**src/rtl/phy_irq_pkg.sv**
```systemverilog
package phy_irq_pkg;
  localparam int NSRC    = 7;
  localparam int ADDR_W  = 5;
  localparam int DATA_W  = 16;
  localparam int FLAG_LSB = 1;
  localparam int MODE_BIT = 6;

  // source indices; index k lands in register bit k+FLAG_LSB
  localparam int S_PAGE   = 0;
  localparam int S_PDF    = 1;
  localparam int S_ACK    = 2;
  localparam int S_LINK   = 3;
  localparam int S_RFAULT = 4;
  localparam int S_ANDONE = 5;
  localparam int S_ENERGY = 6;

  localparam logic [ADDR_W-1:0] A_STATUS = 5'd1;
  localparam logic [ADDR_W-1:0] A_ANEXP  = 5'd6;
  localparam logic [ADDR_W-1:0] A_MODE   = 5'd17;
  localparam logic [ADDR_W-1:0] A_FLAGS  = 5'd29;
  localparam logic [ADDR_W-1:0] A_ENABLE = 5'd30;
endpackage

```
**src/rtl/phy_irq_sync.sv**
```systemverilog
module phy_irq_sync #(
  parameter int N      = 7,
  parameter int STAGES = 2
) (
  input  logic         clk,
  input  logic         rst,
  input  logic [N-1:0] din,
  output logic [N-1:0] rise,
  output logic [N-1:0] fall
);
  localparam int DEPTH = STAGES + 1;

  for (genvar g = 0; g < N; g++) begin : g_bit
    logic [DEPTH-1:0] sh;
    always_ff @(posedge clk) begin
      if (rst) sh <= '0;
      else     sh <= {sh[DEPTH-2:0], din[g]};
    end
    assign rise[g] =  sh[STAGES-1] & ~sh[STAGES];
    assign fall[g] = ~sh[STAGES-1] &  sh[STAGES];
  end
endmodule

```
**src/rtl/phy_irq_flags.sv**
```systemverilog
module phy_irq_flags
  import phy_irq_pkg::*;
#(
  parameter int N = NSRC
) (
  input  logic         clk,
  input  logic         rst,
  input  logic [N-1:0] rise,
  input  logic [N-1:0] fall,
  input  logic         rd_flags,
  input  logic         rd_status,
  input  logic         rd_anexp,
  input  logic         aneg_restart,
  output logic [N-1:0] flags
);
  logic [N-1:0] set_v;
  logic [N-1:0] clr_v;
  logic         nego_clr;

  assign nego_clr = rd_anexp | aneg_restart | fall[S_LINK];

  always_comb begin
    set_v         = rise;
    set_v[S_LINK] = fall[S_LINK];

    clr_v           = '0;
    clr_v[S_ENERGY] = fall[S_ENERGY];
    clr_v[S_ANDONE] = fall[S_ANDONE];
    clr_v[S_ACK]    = fall[S_ACK];
    clr_v[S_RFAULT] = fall[S_RFAULT] | rd_status;
    clr_v[S_LINK]   = rd_status;
    clr_v[S_PDF]    = fall[S_PDF]  | nego_clr;
    clr_v[S_PAGE]   = fall[S_PAGE] | nego_clr;
    if (rd_flags) clr_v = '1;
  end

  always_ff @(posedge clk) begin
    if (rst) flags <= '0;
    else     flags <= set_v | (flags & ~clr_v);
  end

  a_r5_read_clears: assert property (@(posedge clk) disable iff (rst)
    (rd_flags && set_v == '0) |=> (flags == '0));
  a_r9_set_wins: assert property (@(posedge clk) disable iff (rst)
    (|set_v) |=> ((flags & $past(set_v)) == $past(set_v)));
  a_r6_energy_fall: assert property (@(posedge clk) disable iff (rst)
    fall[S_ENERGY] |=> !flags[S_ENERGY]);
  a_r7_status_read: assert property (@(posedge clk) disable iff (rst)
    (rd_status && !fall[S_LINK] && !rise[S_RFAULT]) |=> (!flags[S_LINK] && !flags[S_RFAULT]));
endmodule

```
**src/rtl/phy_irq_regs.sv**
```systemverilog
module phy_irq_regs
  import phy_irq_pkg::*;
#(
  parameter int N = NSRC,
  parameter int AW = ADDR_W,
  parameter int DW = DATA_W
) (
  input  logic          clk,
  input  logic          rst,
  input  logic [AW-1:0] addr,
  input  logic          rd,
  input  logic          wr,
  input  logic [DW-1:0] wdata,
  input  logic [N-1:0]  flags,
  output logic [N-1:0]  enable,
  output logic          mode,
  output logic [DW-1:0] rdata,
  output logic          rd_flags,
  output logic          rd_status,
  output logic          rd_anexp
);
  logic unused_wbits;
  assign unused_wbits = ^{wdata[DW-1:FLAG_LSB+N], wdata[FLAG_LSB-1:0]};

  assign rd_flags  = rd && (addr == A_FLAGS);
  assign rd_status = rd && (addr == A_STATUS);
  assign rd_anexp  = rd && (addr == A_ANEXP);

  always_ff @(posedge clk) begin
    if (rst) begin
      enable <= '0;
      mode   <= 1'b0;
      rdata  <= '0;
    end else begin
      if (wr && addr == A_ENABLE) enable <= wdata[FLAG_LSB +: N];
      if (wr && addr == A_MODE)   mode   <= wdata[MODE_BIT];
      rdata <= '0;
      if (rd) begin
        case (addr)
          A_FLAGS:  rdata[FLAG_LSB +: N] <= flags;
          A_ENABLE: rdata[FLAG_LSB +: N] <= enable;
          A_MODE:   rdata[MODE_BIT]      <= mode;
          default:  ;
        endcase
      end
    end
  end

  a_r10_enable_reset: assert property (@(posedge clk) disable iff (rst)
    $past(rst) |-> (enable == '0));
  a_r3_mode_reset: assert property (@(posedge clk) disable iff (rst)
    $past(rst) |-> (mode == 1'b0));
  a_r2_idle_zero: assert property (@(posedge clk) disable iff (rst)
    !$past(rd) |-> (rdata == '0));
endmodule

```
**src/rtl/phy_irq_ctrl.sv**
```systemverilog
module phy_irq_ctrl
  import phy_irq_pkg::*;
#(
  parameter int N      = NSRC,
  parameter int STAGES = 2
) (
  input  logic              clk,
  input  logic              rst,
  input  logic [N-1:0]      src,
  input  logic              aneg_restart,
  input  logic [ADDR_W-1:0] reg_addr,
  input  logic              reg_rd,
  input  logic              reg_wr,
  input  logic [DATA_W-1:0] reg_wdata,
  output logic [DATA_W-1:0] rd_data,
  output logic              irq_n
);
  logic [N-1:0] rise, fall, flags, enable;
  logic         mode;
  logic         rd_flags, rd_status, rd_anexp;

  phy_irq_sync #(.N(N), .STAGES(STAGES)) u_sync (
    .clk(clk), .rst(rst), .din(src), .rise(rise), .fall(fall)
  );

  phy_irq_flags #(.N(N)) u_flags (
    .clk(clk), .rst(rst), .rise(rise), .fall(fall),
    .rd_flags(rd_flags), .rd_status(rd_status), .rd_anexp(rd_anexp),
    .aneg_restart(aneg_restart), .flags(flags)
  );

  phy_irq_regs #(.N(N), .AW(ADDR_W), .DW(DATA_W)) u_regs (
    .clk(clk), .rst(rst), .addr(reg_addr), .rd(reg_rd), .wr(reg_wr),
    .wdata(reg_wdata), .flags(flags), .enable(enable), .mode(mode),
    .rdata(rd_data), .rd_flags(rd_flags), .rd_status(rd_status),
    .rd_anexp(rd_anexp)
  );

  logic unused_mode;
  assign unused_mode = mode;

  always_ff @(posedge clk) begin
    if (rst) irq_n <= 1'b1;
    else     irq_n <= ~|(flags & enable);
  end

  a_r1_disabled_quiet: assert property (@(posedge clk) disable iff (rst)
    (enable == '0) |=> irq_n);
  a_r10_no_flags_quiet: assert property (@(posedge clk) disable iff (rst)
    (flags == '0) |=> irq_n);
endmodule

```
**config.mk**
```make
export PLATFORM = sky130hd
export DESIGN_NAME = phy_irq_ctrl
export DESIGN_NICKNAME = d
export VERILOG_FILES = /design/src/rtl/phy_irq_pkg.sv /design/src/rtl/phy_irq_sync.sv /design/src/rtl/phy_irq_flags.sv /design/src/rtl/phy_irq_regs.sv /design/src/rtl/phy_irq_ctrl.sv
export SDC_FILE = /design/constraint.sdc
export NUM_CORES = 1
export LEC_CHECK = 0
export CELL_PAD_IN_SITES_DETAIL_PLACEMENT = 1
export CELL_PAD_IN_SITES_GLOBAL_PLACEMENT = 1
export CORE_UTILIZATION = 49
export CTS_CLUSTER_DIAMETER = 150
export DETAILED_ROUTE_END_ITERATION = 8
export DONT_BUFFER_PORTS = 1
export PLACE_DENSITY_LB_ADDON = 0.2
export SKIP_CTS_REPAIR_TIMING = 1
export SYNTH_ARGS = -nofsm -noshare
export SYNTH_HDL_FRONTEND = slang
export SYNTH_SLANG_ARGS = --single-unit
```
**constraint.sdc**
```tcl
create_clock -name clk -period 2.7 [get_ports clk]
set_input_delay 0.54 -clock clk [delete_from_list [all_inputs] [get_ports clk]]
set_output_delay 0.54 -clock clk [all_outputs]
set_load 0.02 [all_outputs]
```
==> impl_metrics.env <==
export IMPL_status="finished, final reports clean"
export IMPL_placed_cell_area_sq_mm=0.001659
export IMPL_synth_seq_cells=44
export IMPL_multiInputGateArea_sq_um=656.9
export IMPL_routed_wl_um=3384
export IMPL_crit_chain="and3_1 -> and3_4 -> mux2i_1"
export IMPL_r2r_end="irq_n"
export IMPL_die_y_um=61.08
export IMPL_synthCells=177
export IMPL_ir_worst_vdd_mv=0.4041
export IMPL_drc_errors=0
export IMPL_synthTopCellsByArea="dfxtp_1 51%, nor2b_1 6.9%, nand3_1 4.7%, buf_4 4.4%, inv_1 3.7%"
export IMPL_pin_count=50
export IMPL_ant_nets=0
export IMPL_rsz0062_at_grt="false"
export IMPL_critPathKind="primary input to register"
export IMPL_syn_avg_cell_area_sq_um=9.663
export IMPL_synthMuxAreaShare_pct=0.5852
export IMPL_cts_buffer_depth=2
export IMPL_cp_depth=3
export IMPL_clk_pin_slew_worst_paths_ps=130
export IMPL_whs_ps=226.9
export IMPL_worstMarginPinSlew_ps=823.0
export IMPL_crit_path_end="u_regs.enable[6]"
export IMPL_gp_congestion=0.7897
export IMPL_yosys_area_share_adder_pct=0
export IMPL_fin_skew_ps=5.229
export IMPL_cts_sinks=44
export IMPL_std_cell_rows=21
export IMPL_initial_core_util_pct=51.26
export IMPL_yosys_area_top_type="dfxtp_1"
export IMPL_final_layout_size_suffix_gt1_share_pct=5.780
export IMPL_antenna_found_initial=0
export IMPL_cts_tree="yes"
export IMPL_insertion_delay_ps=350
export IMPL_path_buf_inv=0
export IMPL_synth_cell_types=34
export IMPL_h_tree_depth=2
export IMPL_slowest_stage="and3_1"
export IMPL_first_iter_violations=97
export IMPL_slew_headroom_pct=45.02
export IMPL_firstDrtPassIters=6
export IMPL_grt_pass1_vias=1160
export IMPL_critPathTopFamily="simple AND/OR/NAND/NOR gates"
export IMPL_vias=1233
export IMPL_worstPathMaxFanout=23
export IMPL_hold_violations=0
export IMPL_p_leak_nw=0.6106
export IMPL_seq_area_frac_synth_pct=51.50
export IMPL_crit_required_ps=3000
export IMPL_critical_path_startpoint="reg_addr[4]"
export IMPL_setup_tns_ps=0
export IMPL_cp_arrival_ps=1770
export IMPL_hpwl_um=2409
export IMPL_synth_top_area_share_pct=51.50
export IMPL_finalSetupViolations=0
export IMPL_grt_use_total_pct=20.58
export IMPL_io_buffers=0
export IMPL_fillers=402
export IMPL_synth_top_family_by_area="simple AND/OR/NAND/NOR gates"
export IMPL_fin_area_sq_mm=0.001744
export IMPL_nNetsFinal=205
export IMPL_via_per_inst=5.630
export IMPL_rrSetupSlack_ps=1740
export IMPL_cap_violations=0
export IMPL_crit_path_end_kind="register"
export IMPL_area_growth_pct=1.975
export IMPL_synth_xor_area_share_pct=0
export IMPL_synthSimpleGateAreaFrac_pct=18.22
export IMPL_fmax_mhz=677.3
export IMPL_hp_class="primary input to register"
export IMPL_critPathMaxStageDelay_ps=660
export IMPL_yosysWarnings=0
export IMPL_die_area_sq_mm=0.003731
export IMPL_clock_root_buffer="clkbuf_4"
export IMPL_drv_slew=0
export IMPL_regArea_sq_um=880.8
export IMPL_r2r_cells=3
export IMPL_r2r_start="u_flags.flags[1]"
export IMPL_grt_pass1_wl_um=5520
export IMPL_min_period_ps=1476
export IMPL_synth_compound_area_share_pct=17.63
export IMPL_grt_max_degree=35
export IMPL_p_per_area_mw_per_mm2=656.4
export IMPL_overflow=0
export IMPL_cp_start_kind="primary input"
export IMPL_wl_per_cell_um=15.45
export IMPL_min_period_over_period_pct=54.68
export IMPL_fp_dieW_um=61.08
export IMPL_syn_area_sq_mm=0.001710
export IMPL_coreArea_sq_mm=0.003337
export IMPL_diodes=0
export IMPL_cts_buffers=5
worst min path at each step:
stage	startpoint	to	cells after the start
after detailed placement	u_sync.g_bit[4].sh[0]	u_sync.g_bit[4].sh[1]	1
final	rst	u_sync.g_bit[4].sh[2]	1
after global routing	rst	u_sync.g_bit[4].sh[2]	1
after global placement	u_sync.g_bit[4].sh[0]	u_sync.g_bit[4].sh[1]	1
after CTS	rst	u_sync.g_bit[4].sh[2]	1
after floorplan	u_sync.g_bit[0].sh[0]	u_sync.g_bit[0].sh[1]	1
synthesized netlist by cell type:
cell	number
inv_1	17
a31o_1	6
o32ai_1	3
o211a_1	1
buf_2	3
o2bb2ai_1	3
nor3_1	1
nand2_1	6
a222oi_1	1
o211ai_1	4
a311oi_1	6
nor2_1	4
mux2i_1	1
and3_4	1
or4b_1	1
a31o_2	1
buf_4	10
and3_1	2
conb_1	1
nand4b_1	1
nand4_1	1
clkbuf_1	4
o22ai_1	1
buf_6	3
a31oi_1	1
a21oi_1	8
and2b_1	1
a22oi_1	2
dfxtp_1	44
nand2b_1	1
nand3_1	16
nor2b_1	19
nor3b_1	1
o2111ai_1	2
sequential cells by signal (all words and copies together), names as in the netlist:
signal,cells
irq_n,1
u_regs.rdata,7
u_regs.enable,7
u_flags.flags,7
u_regs.mode,1
u_sync.g_bit.sh,21
routing by layer:
metal  up-vias  GRT usage [%]  part of all wire [%]
li1        591              -                     -
met1       597          25.59                    42
met2        38          34.01                    52
met3         7          5.672                   4.6
met4         0          7.792                   1.4
met5         -              0                     0
layout make-up:
class / instances / area share, %
clock buffer: 5 / 2.152
clock inverter: 3 / 2.726
inverter: 17 / 3.659
multi-input combinational: 104 / 37.66
sequential: 44 / 50.50
tap: 46 / 3.300
per-stage QoR:
step	power (W)	utilization (%)	instances	setup slack, ps
6_report	0.001145	52.27	219	1224
5_1_grt	0.001191	52.27	219	1142
4_1_cts	0.001158	52.27	219	1254
3_5_place_dp	0.0007448	49.72	211	866.5
3_3_place_gp	0.0007409	49.72	211	929.8
2_1_floorplan	0.0007544	-	185	1281
kinds of logic (layout without fill, tap and decap cells):
family / count (synthesis) / in the layout
AND/OR/NAND/NOR: 55 / 55
flip-flops: 44 / 44
buffers and inverters: 37 / 25
AO/OA/AOI/OAI: 39 / 39
other: 1 / 9
multiplexers: 1 / 1
report_power, final:
part | total, W | switching [W] | leakage (nW) | internal, W
Clock | 0.000414 | 0.000216 | 0.0454 | 0.000198
Combinational | 0.0000525 | 0.0000361 | 0.206 | 0.0000164
Sequential | 0.000678 | 0.0000103 | 0.359 | 0.000668
Total | 0.00114 | 0.000263 | 0.611 | 0.000882
cell usage in the layout, fill, tap and decap left out, drive strengths merged, types with 2 or more instances in the layout:
master,netlist,layout
a21oi,8,8
nand2,6,6
dfxtp,44,44
nand3,16,16
nor2b,19,19
inv,17,17
nor2,4,4
o2bb2ai,3,3
o2111ai,2,2
a31o,7,7
o32ai,3,3
and3,3,3
clkbuf,4,5
a22oi,2,2
clkinv,0,2
a311oi,6,6
conb,1,9
o211ai,4,4
Power figures use the tool's default switching activity.
